--- config.mk ---
export PLATFORM = sky130hd
export DESIGN_NAME = dram_cmd_arbiter
export DESIGN_NICKNAME = d
export VERILOG_FILES = /design/src/rtl/dca_pkg.sv /design/src/rtl/dca_rr_pick.sv /design/src/rtl/dca_act_window.sv /design/src/rtl/dca_turn_guard.sv /design/src/rtl/dram_cmd_arbiter.sv
export SDC_FILE = /design/constraint.sdc
export NUM_CORES = 1
export LEC_CHECK = 0
export ABC_AREA = 1
export BUFFER_PORTS_ARGS = -buffer_cell sky130_fd_sc_hd__buf_2
export CAP_MARGIN = 10
export CORE_ASPECT_RATIO = 1.5
export CORE_UTILIZATION = 31
export CTS_CLUSTER_DIAMETER = 40
export DETAILED_ROUTE_END_ITERATION = 8
export GPL_TIMING_DRIVEN = 0
export SYNTH_ARGS = -nofsm -noshare
export SYNTH_HDL_FRONTEND = slang
export SYNTH_SLANG_ARGS = --single-unit
--- constraint.sdc ---
create_clock -name clk -period 7.7 [get_ports clk]
set_clock_uncertainty 0.15 [all_clocks]
set_input_delay 1.925 -clock clk [delete_from_list [all_inputs] [get_ports clk]]
set_output_delay 1.925 -clock clk [all_outputs]
set_load 0.03 [all_outputs]
--- src/rtl/dca_pkg.sv ---
package dca_pkg;
    localparam int TICK_W    = 6;
    localparam int FAW_DEPTH = 4;

    typedef logic [TICK_W-1:0] tick_t;
    localparam tick_t TICK_MAX = '1;

    typedef enum logic {
        DIR_RD = 1'b0,
        DIR_WR = 1'b1
    } col_dir_e;

    function automatic tick_t tick_inc(tick_t t);
        return (t == TICK_MAX) ? t : t + 1'b1;
    endfunction

    function automatic int idx_w(int n);
        return (n > 1) ? $clog2(n) : 1;
    endfunction
endpackage

--- src/rtl/dca_rr_pick.sv ---
module dca_rr_pick
    import dca_pkg::*;
#(
    parameter int N  = 4,
    parameter int IW = idx_w(N)
) (
    input  logic          clk,
    input  logic          rst,
    input  logic [N-1:0]  req,
    input  logic          take,
    output logic          vld,
    output logic [IW-1:0] idx
);
    logic [IW-1:0] ptr;

    always_comb begin
        vld = 1'b0;
        idx = '0;
        for (int i = 0; i < N; i++) begin
            int j;
            j = int'(ptr) + i;
            if (j >= N) j = j - N;
            if (!vld && req[j]) begin
                vld = 1'b1;
                idx = IW'(j);
            end
        end
    end

    always_ff @(posedge clk) begin
        if (rst) begin
            ptr <= '0;
        end else if (take) begin
            ptr <= (int'(idx) == N - 1) ? '0 : idx + 1'b1;
        end
    end
endmodule

--- src/rtl/dca_act_window.sv ---
module dca_act_window
    import dca_pkg::*;
(
    input  logic  clk,
    input  logic  rst,
    input  tick_t t_faw,
    input  tick_t t_rrd,
    input  logic  act_fire,
    output logic  act_ok
);
    tick_t age [FAW_DEPTH];

    assign act_ok = (age[0] >= t_rrd) && (age[FAW_DEPTH-1] >= t_faw);

    always_ff @(posedge clk) begin
        if (rst) begin
            for (int i = 0; i < FAW_DEPTH; i++) age[i] <= TICK_MAX;
        end else if (act_fire) begin
            age[0] <= tick_t'(1);
            for (int i = 1; i < FAW_DEPTH; i++) age[i] <= tick_inc(age[i-1]);
        end else begin
            for (int i = 0; i < FAW_DEPTH; i++) age[i] <= tick_inc(age[i]);
        end
    end
endmodule

--- src/rtl/dca_turn_guard.sv ---
module dca_turn_guard
    import dca_pkg::*;
(
    input  logic     clk,
    input  logic     rst,
    input  tick_t    t_turn,
    input  logic     col_fire,
    input  col_dir_e col_dir,
    output logic     rd_ok,
    output logic     wr_ok
);
    tick_t    since;
    col_dir_e last;

    assign rd_ok = (last == DIR_RD) || (since >= t_turn);
    assign wr_ok = (last == DIR_WR) || (since >= t_turn);

    always_ff @(posedge clk) begin
        if (rst) begin
            since <= TICK_MAX;
            last  <= DIR_RD;
        end else if (col_fire) begin
            since <= tick_t'(1);
            last  <= col_dir;
        end else begin
            since <= tick_inc(since);
        end
    end
endmodule

--- src/rtl/dram_cmd_arbiter.sv ---
module dram_cmd_arbiter
    import dca_pkg::*;
#(
    parameter int N_ROW = 4,
    parameter int N_COL = 4,
    localparam int RIW  = idx_w(N_ROW),
    localparam int CIW  = idx_w(N_COL)
) (
    input  logic             clk,
    input  logic             rst,
    input  logic             pair_mode,
    input  logic [TICK_W-1:0] t_faw,
    input  logic [TICK_W-1:0] t_rrd,
    input  logic [TICK_W-1:0] t_turn,
    input  logic [N_ROW-1:0] row_req,
    input  logic [N_ROW-1:0] row_is_act,
    input  logic [N_COL-1:0] col_req,
    input  logic [N_COL-1:0] col_is_wr,
    output logic             row_vld,
    output logic [RIW-1:0]   row_idx,
    output logic             col_vld,
    output logic [CIW-1:0]   col_idx
);
    logic act_ok, rd_ok, wr_ok;
    logic [N_ROW-1:0] row_elig;
    logic [N_COL-1:0] col_elig;
    logic row_cand, col_cand;
    logic act_fire;
    col_dir_e col_dir;

    for (genvar r = 0; r < N_ROW; r++) begin : g_row_elig
        assign row_elig[r] = row_req[r] && !rst && (!row_is_act[r] || act_ok);
    end

    for (genvar c = 0; c < N_COL; c++) begin : g_col_elig
        assign col_elig[c] = col_req[c] && !rst && (col_is_wr[c] ? wr_ok : rd_ok);
    end

    dca_rr_pick #(.N(N_ROW), .IW(RIW)) u_row_pick (
        .clk  (clk),
        .rst  (rst),
        .req  (row_elig),
        .take (row_vld),
        .vld  (row_cand),
        .idx  (row_idx)
    );

    dca_rr_pick #(.N(N_COL), .IW(CIW)) u_col_pick (
        .clk  (clk),
        .rst  (rst),
        .req  (col_elig),
        .take (col_vld),
        .vld  (col_cand),
        .idx  (col_idx)
    );

    assign col_vld  = col_cand;
    assign row_vld  = pair_mode ? (row_cand && col_cand) : (row_cand && !col_cand);
    assign act_fire = row_vld && row_is_act[row_idx];
    assign col_dir  = col_is_wr[col_idx] ? DIR_WR : DIR_RD;

    dca_act_window u_act_win (
        .clk      (clk),
        .rst      (rst),
        .t_faw    (t_faw),
        .t_rrd    (t_rrd),
        .act_fire (act_fire),
        .act_ok   (act_ok)
    );

    dca_turn_guard u_turn (
        .clk      (clk),
        .rst      (rst),
        .t_turn   (t_turn),
        .col_fire (col_vld),
        .col_dir  (col_dir),
        .rd_ok    (rd_ok),
        .wr_ok    (wr_ok)
    );
endmodule

# Word-level counts from Yosys, hierarchy flattened

Memory sizes are Yosys's and may differ from the RTL's.
Index checks and enable logic that the tools add are counted.

Magnitude comparators: 21
Reductions and logical operators: 45
Multiplexer cells: 82
Bitwise operators: 9
Add/subtract/negate cells: 21
Eq/ne operators: 8

Operators by type and width:

| cell                    | number |
|---|---|
| $lt A32 B4 Y1 const B   | 8 |
| $mux W32                | 8 |
| $ge A32 B4 Y1 const B   | 6 |
| $sub A32 B4 Y32 const B | 6 |
| $mux W6                 | 14 |
| $mux W1                 | 40 |
| $add A6 B1 Y6 const B   | 5 |
| $eq A6 B6 Y1 const B    | 5 |
| $logic_and A1 B1 Y1     | 26 |
| $bmux W1 S2             | 10 |
| $mux W2                 | 10 |
| $ge A6 B6 Y1            | 3 |
| $add A2 B2 Y3 const B   | 4 |
| $logic_not A1 Y1        | 12 |
| $or A1 B1 Y1            | 8 |
| $sub A2 B3 Y4 const B   | 2 |
| $add A2 B1 Y3 const B   | 2 |
| $ge A2 B3 Y1 const B    | 2 |
| $logic_or A1 B1 Y1      | 6 |
| $lt A2 B3 Y1 const B    | 2 |
| $add A2 B1 Y2 const B   | 2 |
| $eq A2 B1 Y1 const B    | 2 |
| $ne A2 B2 Y1 const B    | 1 |
| $reduce_or A2 Y1        | 1 |
| $not A1 Y1              | 1 |

Memories kept: 1
Input port bits: 37
Flip-flop bits (word level): 11
Output and inout bits: 6
Logic and storage cells: 192
RAM bits: 24

Memory list:

| memory        | depth | width | rd ports | clocked after Yosys merged registers in | wr ports | line                 | source |
|---|---|---|---|---|---|---|---|
| u_act_win.age | 4     | 6     | 4        | 0                                       | 4        | dca_act_window.sv:11 | `tick_t age [FAW_DEPTH];` |

# Longest topological paths before layout

Gate-level depths: netlist of run 1.

Word-level depth: 26
Depth in mapped cells: 25
Mapped depth without buffers: 25

# Cells and area by module

A second synthesis of run 1 with hierarchy kept.

Cells, all modules: 556
Area, all modules: 3598.5 µm²

By module, submodules not included:

| module           | cells each | sequential area each (µm²) | times used | area an instance (µm²) |
|---|---|---|---|---|
| dca_act_window   | 267        | 720.7                      | 1          | 1960.6 |
| dca_rr_pick      | 83         | 40.0                       | 2          | 446.7 |
| dca_turn_guard   | 74         | 140.1                      | 1          | 503.0 |
| dram_cmd_arbiter | 49         | 0.0                        | 1          | 241.5 |

# Worst setup path before layout of run 1

No wires, ideal clock.

Kind: input port to output port
From: in t_turn[3]
To: out col_idx[1]
Buffers on the path: 0
Data arrival time: 3.960 ns
Stages: 15
Slack: 1.665 ns
Cell sequence: inv_1 -> ha_1 -> a21oi_1 -> nor2_1 -> nor2_2 -> nand2_2 -> nor2_4 -> nand2_1 -> nand3_1 -> nand2_1 -> nand3_1 -> nand2_1 -> nand3_1 -> nand2_1 -> o21bai_1

Cells in the longest elaborated chain, start to end: 17
Elaborated cells on any way between the ends: 36

RTL lines:

| item                                         | line                                       | source |
|---|---|---|
| from (decl)                                  | dram_cmd_arbiter.sv:14                     | `input logic [TICK_W-1:0] t_turn,` |
| $ge A6 B6 Y1 (*)                             | dca_turn_guard.sv:15, dca_turn_guard.sv:16 |  |
| $logic_or A1 B1 Y1, on equally long branches | dca_turn_guard.sv:15, dca_turn_guard.sv:16 |  |
| $mux W1                                      | dram_cmd_arbiter.sv:36                     | `assign col_elig[c] = col_req[c] && !rst && (col_is_wr[c] ? wr_ok : rd_ok);` |
| $logic_and A1 B1 Y1                          | dram_cmd_arbiter.sv:36                     |  |
| $bmux W1 S2                                  | dca_rr_pick.sv:23                          | `if (!vld && req[j]) begin` |
| $mux W1 (not written as such) (2 in series)  | dca_rr_pick.sv:23                          |  |
| $mux W1                                      | dca_rr_pick.sv:23                          |  |
| $logic_not A1 Y1                             | dca_rr_pick.sv:23                          |  |
| $logic_and A1 B1 Y1                          | dca_rr_pick.sv:23                          |  |
| $mux W1                                      | dca_rr_pick.sv:23                          |  |
| $logic_not A1 Y1                             | dca_rr_pick.sv:23                          |  |
| $logic_and A1 B1 Y1                          | dca_rr_pick.sv:23                          |  |
| $mux W1                                      | dca_rr_pick.sv:23                          |  |
| $logic_not A1 Y1                             | dca_rr_pick.sv:23                          |  |
| $logic_and A1 B1 Y1                          | dca_rr_pick.sv:23                          |  |
| $mux W2 (*)                                  | dca_rr_pick.sv:23                          |  |
| to (decl)                                    | dram_cmd_arbiter.sv:22                     | `output logic [CIW-1:0] col_idx` |

Mark *: on every way between the ends. The rest lies on a longest branch, timed or not. The select of a mux whose other input is x is not followed.

# Worst setup path in the final report of run 1

From: in t_turn[3]
To: out row_vld

Cells in the longest elaborated chain, start to end: 20
Elaborated cells on any way between the ends: 37

RTL lines:

| item                                         | line                                       | source |
|---|---|---|
| $ge A6 B6 Y1 (*)                             | dca_turn_guard.sv:15, dca_turn_guard.sv:16 |  |
| $logic_or A1 B1 Y1, on equally long branches | dca_turn_guard.sv:15, dca_turn_guard.sv:16 |  |
| $mux W1                                      | dram_cmd_arbiter.sv:36                     |  |
| $logic_and A1 B1 Y1                          | dram_cmd_arbiter.sv:36                     |  |
| $bmux W1 S2                                  | dca_rr_pick.sv:23                          |  |
| $mux W1 (not written as such) (2 in series)  | dca_rr_pick.sv:23                          |  |
| $mux W1                                      | dca_rr_pick.sv:23                          |  |
| $logic_not A1 Y1                             | dca_rr_pick.sv:23                          |  |
| [... 3 more ...]                             | -                                          |  |
| $logic_and A1 B1 Y1                          | dca_rr_pick.sv:23                          |  |
| $mux W1                                      | dca_rr_pick.sv:23                          |  |
| $logic_not A1 Y1                             | dca_rr_pick.sv:23                          |  |
| $logic_and A1 B1 Y1                          | dca_rr_pick.sv:23                          |  |
| $mux W1 (*)                                  | dca_rr_pick.sv:23                          |  |
| $logic_not A1 Y1                             | dram_cmd_arbiter.sv:58                     | `assign row_vld = pair_mode ? (row_cand && col_cand) : (row_cand && !col_cand);` |
| $logic_and A1 B1 Y1                          | dram_cmd_arbiter.sv:58                     |  |
| $mux W1 (*)                                  | dram_cmd_arbiter.sv:58                     |  |
| to (decl)                                    | dram_cmd_arbiter.sv:19                     | `output logic row_vld,` |

Marks and branches as above.

==> flow_metrics.env, run 1 <==
export IMPL_run_status="finished, final reports clean"
export IMPL_crit_chain="buf_2 > inv_1 > ha_1 > a21oi_1 > nor2_1 > nor2_2 > nand2_2 > nor2_4 > nand2_1 > nand3_2 > nand2_2 > nand2_2 > inv_2 > nor2_8 > nand4_4 > nand2_2 > nand2_4 > nor2_8 > buf_6 > buf_2"
export IMPL_vias_in_the_first_global_route=3075
export IMPL_synth_ff_latch_count=35
export IMPL_crit_reg2reg_launch="u_act_win.age[3][5]"
export IMPL_hpwlAfterDp_mm=6.11
export IMPL_gpl_final_weighted_congestion=0.893
export IMPL_min_period_ns=6.36
export IMPL_h_tree_depth=2
export IMPL_drt_wirelength_per_cell_um=10.5
export IMPL_track_usage_pct=13.5
export IMPL_drtPass1Iterations=4
export IMPL_vias_per_cell=4.54
export IMPL_overflow=0
export IMPL_crit_cells=20
export IMPL_cts_buffer_depth=2
export IMPL_fillers=1188
export IMPL_setup_worst_path_class="in -> out"
export IMPL_cts_tree="yes"
export IMPL_drv_cap=0
export IMPL_crit_end="row_vld"
export IMPL_floorplan_initialDensity_pct=32.2
export IMPL_cp_num_buf_inv=5
export IMPL_max_slew_margin_pct=61.3
export IMPL_cts_hold_buffers=0
export IMPL_final_period_utilization_pct=82.5
export IMPL_yosysUniqueCellTypes=45
export IMPL_cts_root_buf="sky130_fd_sc_hd__clkbuf_16"
export IMPL_static_leak_nw=2.14
export IMPL_port_buffer_count=42
export IMPL_grt_setup_unrepaired="false"
export IMPL_setup_worst_path_start="t_turn[3]"
export IMPL_setup_violations_final=0
export IMPL_cts_setup_buffers=0
export IMPL_r2r_worst_path_cells=18
export IMPL_clock_power_share_pct=10.6
export IMPL_synthesis_instances=488
export IMPL_timing_reg2reg_setup_slack_ns=4.24
export IMPL_place_inst=691
export IMPL_wp_data_arrival_ns=4.28
export IMPL_core_region_area_um2=10700
export IMPL_ctsResizeCount=0
export IMPL_antenna_cells=0
export IMPL_detail_route_iter0_violations=132
export IMPL_layout_drive_gt1_share_pct=20.0
export IMPL_internal_power_mw=0.897
export IMPL_area_growth_synth_to_final_pct=17.4
export IMPL_ys_warnings_count=0
export IMPL_fp_row_count=46
export IMPL_ir_drop_mv=0.223
export IMPL_least_margin_pin_slew_ns=0.580
export IMPL_power_switching_mw=0.973
export IMPL_drt_drc_violations_left=0
export IMPL_stdcell_count=699
export IMPL_ant_nets=0
export IMPL_cts_inserted_buffers=5
export IMPL_die_h_um=131
export IMPL_share_of_the_yosys_chip_area_belonging_to_registers_pct=27.3
export IMPL_crit_path_max_incr_delay_ns=0.29
export IMPL_hold_path_class="reg -> reg"
export IMPL_worstSetupStartpointType="input port"
export IMPL_grt_pass1_wl_mm=12.6
export IMPL_final_wirelength_mm=7.32
export IMPL_clock_fmax_mhz=157
export IMPL_timing_critical_path_slowest_stage_cell="sky130_fd_sc_hd__ha_1"
export IMPL_cts_sinks=35
export IMPL_worst_setup_path_end_kind="output pin"
export IMPL_cpLargestDelayFamily="simple AND/OR/NAND/NOR gates"
export IMPL_worstSkewPairLatency_ns=0.28
export IMPL_vias=3175
export IMPL_floorplan_die_area_um2=11600
export IMPL_die_width_um=88.1
export IMPL_worst_setup_hold_path_clk_slew_ns=0.06
export IMPL_design_final_nets=615
export IMPL_mappedNetlistArea_um2=3450
export IMPL_power_density_nw_per_um2=462
export IMPL_grt_max_degree=13
export IMPL_crit_path_frequent_cell="sky130_fd_sc_hd__nand2_2"
export IMPL_crit_reg2reg_capture="u_act_win.age[3][2]"
export IMPL_share_of_total_power_in_combinational_logic_pct=68.2
export IMPL_finalHoldViolCount=0
export IMPL_antenna_found_initial=0
export IMPL_seqPwrFrac_pct=21.2
export IMPL_timing_max_transition_violations_final=0
export IMPL_worstPathRequired_ns=5.62
export IMPL_netSwitchingFraction_pct=52.0
export IMPL_design_portCount=43
export IMPL_final_setup_tns_ns=0
export IMPL_synth_avg_cell_area_um2=7.06
export IMPL_worstPathMaxFanout=10
synthesized netlist by cell type (all sizes together):
| library cell | count | area, µm² |
|---|---|---|
| a21o | 1 | 7.51 |
| a21oi | 9 | 45.0 |
| a31o | 1 | 8.76 |
| buf | 7 | 62.6 |
| clkbuf | 3 | 11.3 |
| clkinv | 1 | 3.75 |
| conb | 1 | 3.75 |
| dfxtp | 11 | 220 |
| edfxtp | 24 | 721 |
| ha | 24 | 300 |
| inv | 86 | 323 |
| mux2 | 1 | 11.3 |
| mux2i | 2 | 20.0 |
| nand2 | 140 | 619 |
| nand3 | 74 | 415 |
| nand3b | 1 | 7.51 |
| nand4 | 11 | 90.1 |
| nor2 | 39 | 213 |
| nor3 | 3 | 15.0 |
| o211a | 1 | 10.0 |
| o211ai | 3 | 22.5 |
| o21ai | 27 | 169 |
| o21bai | 1 | 7.51 |
| o22ai | 1 | 6.26 |
| o31ai | 1 | 7.51 |
| o32ai | 1 | 8.76 |
| or2 | 2 | 12.5 |
| xnor2 | 2 | 17.5 |
| xor2 | 10 | 87.6 |
per-stage QoR:
stage	total power [mW]	util, %	hold WS [ns]	worst slack, ns	instance area, µm²
global placement	1.65	36.4	0.374	1.38	3900
CTS	1.89	37.8	0.389	1.32	4050
detailed placement	1.68	36.4	0.377	1.33	3900
floorplan	1.42	-	0.345	1.66	3510
global route	2.06	37.8	0.423	1.11	4050
finish	1.87	37.8	0.390	1.34	4050
how the worst min path moves through the flow:
stage	from	endpoint	slack, ns	depth (start not counted)
after detailed placement	u_turn.since[1]	u_turn.since[1]	0.38	2
final	u_turn.since[1]	u_turn.since[1]	0.39	2
after global placement	u_turn.since[1]	u_turn.since[1]	0.37	2
after global routing	u_turn.since[1]	u_turn.since[1]	0.42	2
after CTS	u_turn.since[1]	u_turn.since[1]	0.39	2
after floorplan	u_turn.since[1]	u_turn.since[1]	0.34	2
kinds of logic after synthesis:
| group | share of synthesized area (%) |
|---|---|
| adders and majority gates | 8.71 |
| and+or+nand+nor | 39.8 |
| xor gates and xnor gates | 3.05 |
| AOI/OAI and AO/OA | 8.49 |
| other | 0.109 |
| muxes | 0.907 |
| DFF | 27.3 |
| buffers and inverters | 11.6 |
power by group through the flow:
stage	sequential, mW	combinational (mW)	clock (mW)
after floorplan	0.381	1.04	0
after detailed placement	0.401	1.28	0
after CTS	0.397	1.29	0.200
after global placement	0.398	1.25	0
after global routing	0.411	1.44	0.209
final	0.396	1.28	0.198
worst reg2reg max path, cell delays in order (launching register included):
cell and delay, ns:
sky130_fd_sc_hd__edfxtp_1 0.43, sky130_fd_sc_hd__ha_1 0.31, sky130_fd_sc_hd__nand2_1 0.10, sky130_fd_sc_hd__inv_1 0.04, sky130_fd_sc_hd__a21oi_1 0.15, sky130_fd_sc_hd__nand2_1 0.08
sky130_fd_sc_hd__nand2_2 0.12, sky130_fd_sc_hd__nand2_1 0.09, sky130_fd_sc_hd__nand3_1 0.11, sky130_fd_sc_hd__nand2_2 0.10, sky130_fd_sc_hd__o21ai_4 0.19, sky130_fd_sc_hd__nand4_2 0.18
sky130_fd_sc_hd__nand3_2 0.17, sky130_fd_sc_hd__nand2_1 0.06, sky130_fd_sc_hd__nand3_1 0.12, sky130_fd_sc_hd__nand2_4 0.12, sky130_fd_sc_hd__nand2_8 0.13, sky130_fd_sc_hd__buf_8 0.16
sky130_fd_sc_hd__nand4_1 0.29
cell type report:
| type | count | area, µm² | area share (%) |
|---|---|---|---|
| Buffer | 10 | 73.8 | 1.82 |
| Clock buffer | 5 | 125 | 3.09 |
| Clock inverter | 3 | 20.0 | 0.495 |
| Inverter | 87 | 327 | 8.07 |
| Multi-Input combinational cell | 373 | 2170 | 53.6 |
| Sequential cell | 35 | 941 | 23.3 |
| Tap cell | 144 | 180 | 4.45 |
| Timing Repair Buffer | 42 | 210 | 5.19 |
routing by layer:
| metal | share of wire [%] | GRT usage (%) | up-vias |
|---|---|---|---|
| met5 | 0 | 0 | - |
| met2 | 52 | 25.1 | 51 |
| met1 | 43 | 14.7 | 1416 |
| met3 | 2.6 | 2.01 | 12 |
| li1 | - | - | 1696 |
| met4 | 2.2 | 5.47 | 0 |
placed cells by master (no fill, tap or decap), types with 2 or more instances in the layout:
cell type,n
sky130_fd_sc_hd__nor2_4,2
sky130_fd_sc_hd__o21ai_1,2
sky130_fd_sc_hd__o21ai_0,18
sky130_fd_sc_hd__or2_2,2
sky130_fd_sc_hd__o211ai_1,3
sky130_fd_sc_hd__nor2_1,33
sky130_fd_sc_hd__clkbuf_16,5
sky130_fd_sc_hd__nand2_1,116
sky130_fd_sc_hd__buf_6,2
sky130_fd_sc_hd__o21ai_2,6
sky130_fd_sc_hd__clkbuf_1,3
sky130_fd_sc_hd__buf_4,2
sky130_fd_sc_hd__edfxtp_1,24
sky130_fd_sc_hd__xnor2_1,2
sky130_fd_sc_hd__mux2i_1,2
sky130_fd_sc_hd__ha_1,24
sky130_fd_sc_hd__nor2_8,3
sky130_fd_sc_hd__inv_2,3
sky130_fd_sc_hd__inv_1,83
sky130_fd_sc_hd__conb_1,18
sky130_fd_sc_hd__dfxtp_1,11
sky130_fd_sc_hd__buf_2,44
sky130_fd_sc_hd__nand2_2,19
sky130_fd_sc_hd__a21oi_1,9
sky130_fd_sc_hd__nand4_1,9
sky130_fd_sc_hd__nor3_1,3
sky130_fd_sc_hd__nand2_4,4
sky130_fd_sc_hd__clkinv_1,2
sky130_fd_sc_hd__nand3_2,9
sky130_fd_sc_hd__xor2_1,10
sky130_fd_sc_hd__nand3_1,65
registers in the layout, indices dropped and copies added, names as in the netlist:
signal / count
u_turn.last: 1
u_col_pick.ptr: 2
u_row_pick.ptr: 2
u_act_win.age: 24
u_turn.since: 6
Power figures use the tool's default switching activity.
==> run 2, diff against run 1 <==
==> constraint.sdc (replaced) <==
create_clock -name clk -period 5.1 [get_ports clk]
set_clock_uncertainty 0.15 [all_clocks]
set_input_delay 1.275 -clock clk [delete_from_list [all_inputs] [get_ports clk]]
set_output_delay 1.275 -clock clk [all_outputs]
set_load 0.03 [all_outputs]
==> flow_metrics.env, run 2 (same netlist as run 1, synthesis figures left out) <==
export IMPL_gpl_final_weighted_congestion=0.893
export IMPL_cp_num_buf_inv=4
export IMPL_totalPowerFinal_mw=2.89
export IMPL_crit_reg2reg_launch="u_act_win.age[3][5]"
export IMPL_detail_route_wirelength_met1_mm=3.09
export IMPL_die_width_um=88.1
export IMPL_cts_inserted_buffers=5
export IMPL_drt_drc_violations_left=0
export IMPL_hold_start="u_turn.since[1]"
export IMPL_crit_reg2reg_capture="u_act_win.age[3][2]"
export IMPL_cts_tree="yes"
export IMPL_drtPass1Iterations=4
export IMPL_layout_area_seq_um2=941
export IMPL_floorplan_die_area_um2=11600
export IMPL_drv_cap=0
export IMPL_power_density_nw_per_um2=703
export IMPL_final_wirelength_mm=7.42
export IMPL_hpwlAfterDp_mm=6.11
export IMPL_vias_per_cell=4.57
export IMPL_wp_data_arrival_ns=3.48
export IMPL_crit_path_frequent_cell="sky130_fd_sc_hd__nand2_2"
export IMPL_setup_violations_final=0
export IMPL_run_status="finished, final reports clean"
export IMPL_cts_root_buf="sky130_fd_sc_hd__clkbuf_16"
export IMPL_largest_register_ff_count=24
export IMPL_cts_hold_buffers=0
export IMPL_antenna_found_initial=0
export IMPL_worstSkewPairLatency_ns=0.28
export IMPL_finalHoldViolCount=0
export IMPL_floorplan_initialDensity_pct=32.2
export IMPL_post_route_worst_setup_slack_ns=0.193
export IMPL_crit_path_max_incr_delay_ns=0.30
export IMPL_setup_worst_path_start="t_turn[5]"
export IMPL_track_usage_pct=13.5
export IMPL_final_period_utilization_pct=96.2
export IMPL_core_region_area_um2=10700
export IMPL_met3_routed_wl_um=262
export IMPL_cpLargestDelayFamily="simple AND/OR/NAND/NOR gates"
export IMPL_detail_route_iter0_violations=114
export IMPL_layout_drive_gt1_share_pct=22.4
export IMPL_grt_pass1_wl_mm=12.6
export IMPL_static_leak_nw=2.16
export IMPL_final_hold_worst_slack_ns=0.387
export IMPL_ir_drop_mv=0.340
export IMPL_met2_routed_length_mm=3.91
export IMPL_overflow=0
export IMPL_timing_critical_path_slowest_stage_cell="sky130_fd_sc_hd__ha_1"
export IMPL_timing_max_transition_violations_final=0
export IMPL_timing_reg2reg_setup_slack_ns=1.64
export IMPL_worst_setup_hold_path_clk_slew_ns=0.06
export IMPL_design_portCount=43
export IMPL_drt_wirelength_per_cell_um=10.6
export IMPL_max_flop_register="u_act_win.age"
export IMPL_cts_sinks=35
export IMPL_area_growth_synth_to_final_pct=19.4
export IMPL_stdcell_area_um2=4120
export IMPL_route_top_layer_used="met4"
export IMPL_ant_nets=0
export IMPL_commonest_cells_after_routing_fill_and_taps_aside="110 x sky130_fd_sc_hd__nand2_1, 82 x sky130_fd_sc_hd__inv_1, 63 x sky130_fd_sc_hd__nand3_1"
export IMPL_dpl_worst_slack_ns=0.0260
export IMPL_vias=3202
export IMPL_h_tree_depth=2
export IMPL_worst_setup_path_end_kind="output pin"
export IMPL_port_buffer_count=42
export IMPL_die_h_um=131
export IMPL_r2r_worst_path_cells=18
export IMPL_antenna_cells=0
export IMPL_multi_input_comb_area_um2=2210
export IMPL_min_period_ns=4.91
export IMPL_grt_max_degree=13
export IMPL_cts_buffer_depth=2
export IMPL_hold_path_class="reg -> reg"
export IMPL_crit_chain="buf_2 > inv_1 > ha_1 > a21o_1 > nor2_2 > nand2_2 > nor2_4 > nand2_2 > nand3_2 > nand2_2 > nand2_1 > nand2_1 > nand2_4 > nand2_4 > nor2_8 > nand2_2 > nand2_4 > nor2_8 > buf_8 > buf_4"
export IMPL_place_area_um2=3900
export IMPL_max_slew_margin_pct=59.0
export IMPL_design_final_nets=617
export IMPL_worstSetupStartpointType="input port"
export IMPL_fillers=1186
export IMPL_least_margin_pin_slew_ns=0.615
export IMPL_worstPathMaxFanout=10
export IMPL_clock_fmax_mhz=204
export IMPL_crit_cells=20
export IMPL_setup_worst_path_class="in -> out"
export IMPL_fp_row_count=46
export IMPL_largest_registers="u_act_win.age: 24 flops, u_turn.since: 6 flops"
export IMPL_crit_end="row_vld"
export IMPL_final_setup_tns_ns=0
export IMPL_final_common_cell="sky130_fd_sc_hd__nand2_1"
export IMPL_vias_in_the_first_global_route=3075
export IMPL_worstPathRequired_ns=3.67
==> run 2: metal layers <==
layer	global-route usage, %	up-vias
li1	-	1704
met1	14.7	1420
met2	25.1	66
met3	2.01	12
met4	5.47	0
met5	0	-
==> run 2: how the worst min path moves through the flow <==
stage,end,slack [ns],depth (start not counted)
floorplan,u_turn.since[1],0.34,2
global placement,u_turn.since[1],0.37,2
detailed placement,u_turn.since[1],0.38,2
CTS,u_turn.since[1],0.39,2
global route,u_turn.since[1],0.42,2
finish,u_turn.since[1],0.39,2
==> run 2: per-stage QoR <==
step	util, %	cells
floorplan	-	505
global placement	36.4	691
detailed placement	36.4	691
CTS	37.8	699
global route	38.4	701
finish	38.4	701
==> run 2: what timing repair did <==
item,in CTS,in global routing
endpoints found under the hold margin,0,0
setup buffers,0,2
endpoints found under the setup margin,0,3
resized for setup,0,16
==> run 2: layout make-up <==
class / instances / share of cell area [%]
Clock inverter: 3 / 0.486
Multi-Input combinational cell: 373 / 53.8
Clock buffer: 5 / 3.04
Buffer: 10 / 1.89
Timing Repair Buffer: 44 / 5.59
Tap cell: 144 / 4.38
Sequential cell: 35 / 22.9
Inverter: 87 / 7.94
==> run 2: power by group <==
| part | switching [mW] | leakage [nW] | internal, mW |
|---|---|---|---|
| Combinational | 1.27 | 1.78 | 0.729 |
| Sequential | 0.107 | 0.315 | 0.493 |
| Clock | 0.118 | 0.0674 | 0.180 |
| Total | 1.49 | 2.16 | 1.40 |
==> run 2: worst reg2reg max path, cell delays in order (launching register included) <==
cell and delay [ns]:
sky130_fd_sc_hd__edfxtp_1 0.43, sky130_fd_sc_hd__ha_1 0.31, sky130_fd_sc_hd__nand2_1 0.10, sky130_fd_sc_hd__inv_1 0.04, sky130_fd_sc_hd__a21oi_1 0.15, sky130_fd_sc_hd__nand2_1 0.08
sky130_fd_sc_hd__nand2_2 0.12, sky130_fd_sc_hd__nand2_1 0.09, sky130_fd_sc_hd__nand3_1 0.11, sky130_fd_sc_hd__nand2_2 0.10, sky130_fd_sc_hd__o21ai_4 0.19, sky130_fd_sc_hd__nand4_2 0.18
sky130_fd_sc_hd__nand3_2 0.17, sky130_fd_sc_hd__nand2_1 0.06, sky130_fd_sc_hd__nand3_1 0.12, sky130_fd_sc_hd__nand2_4 0.12, sky130_fd_sc_hd__nand2_8 0.13, sky130_fd_sc_hd__buf_8 0.16
sky130_fd_sc_hd__nand4_1 0.29
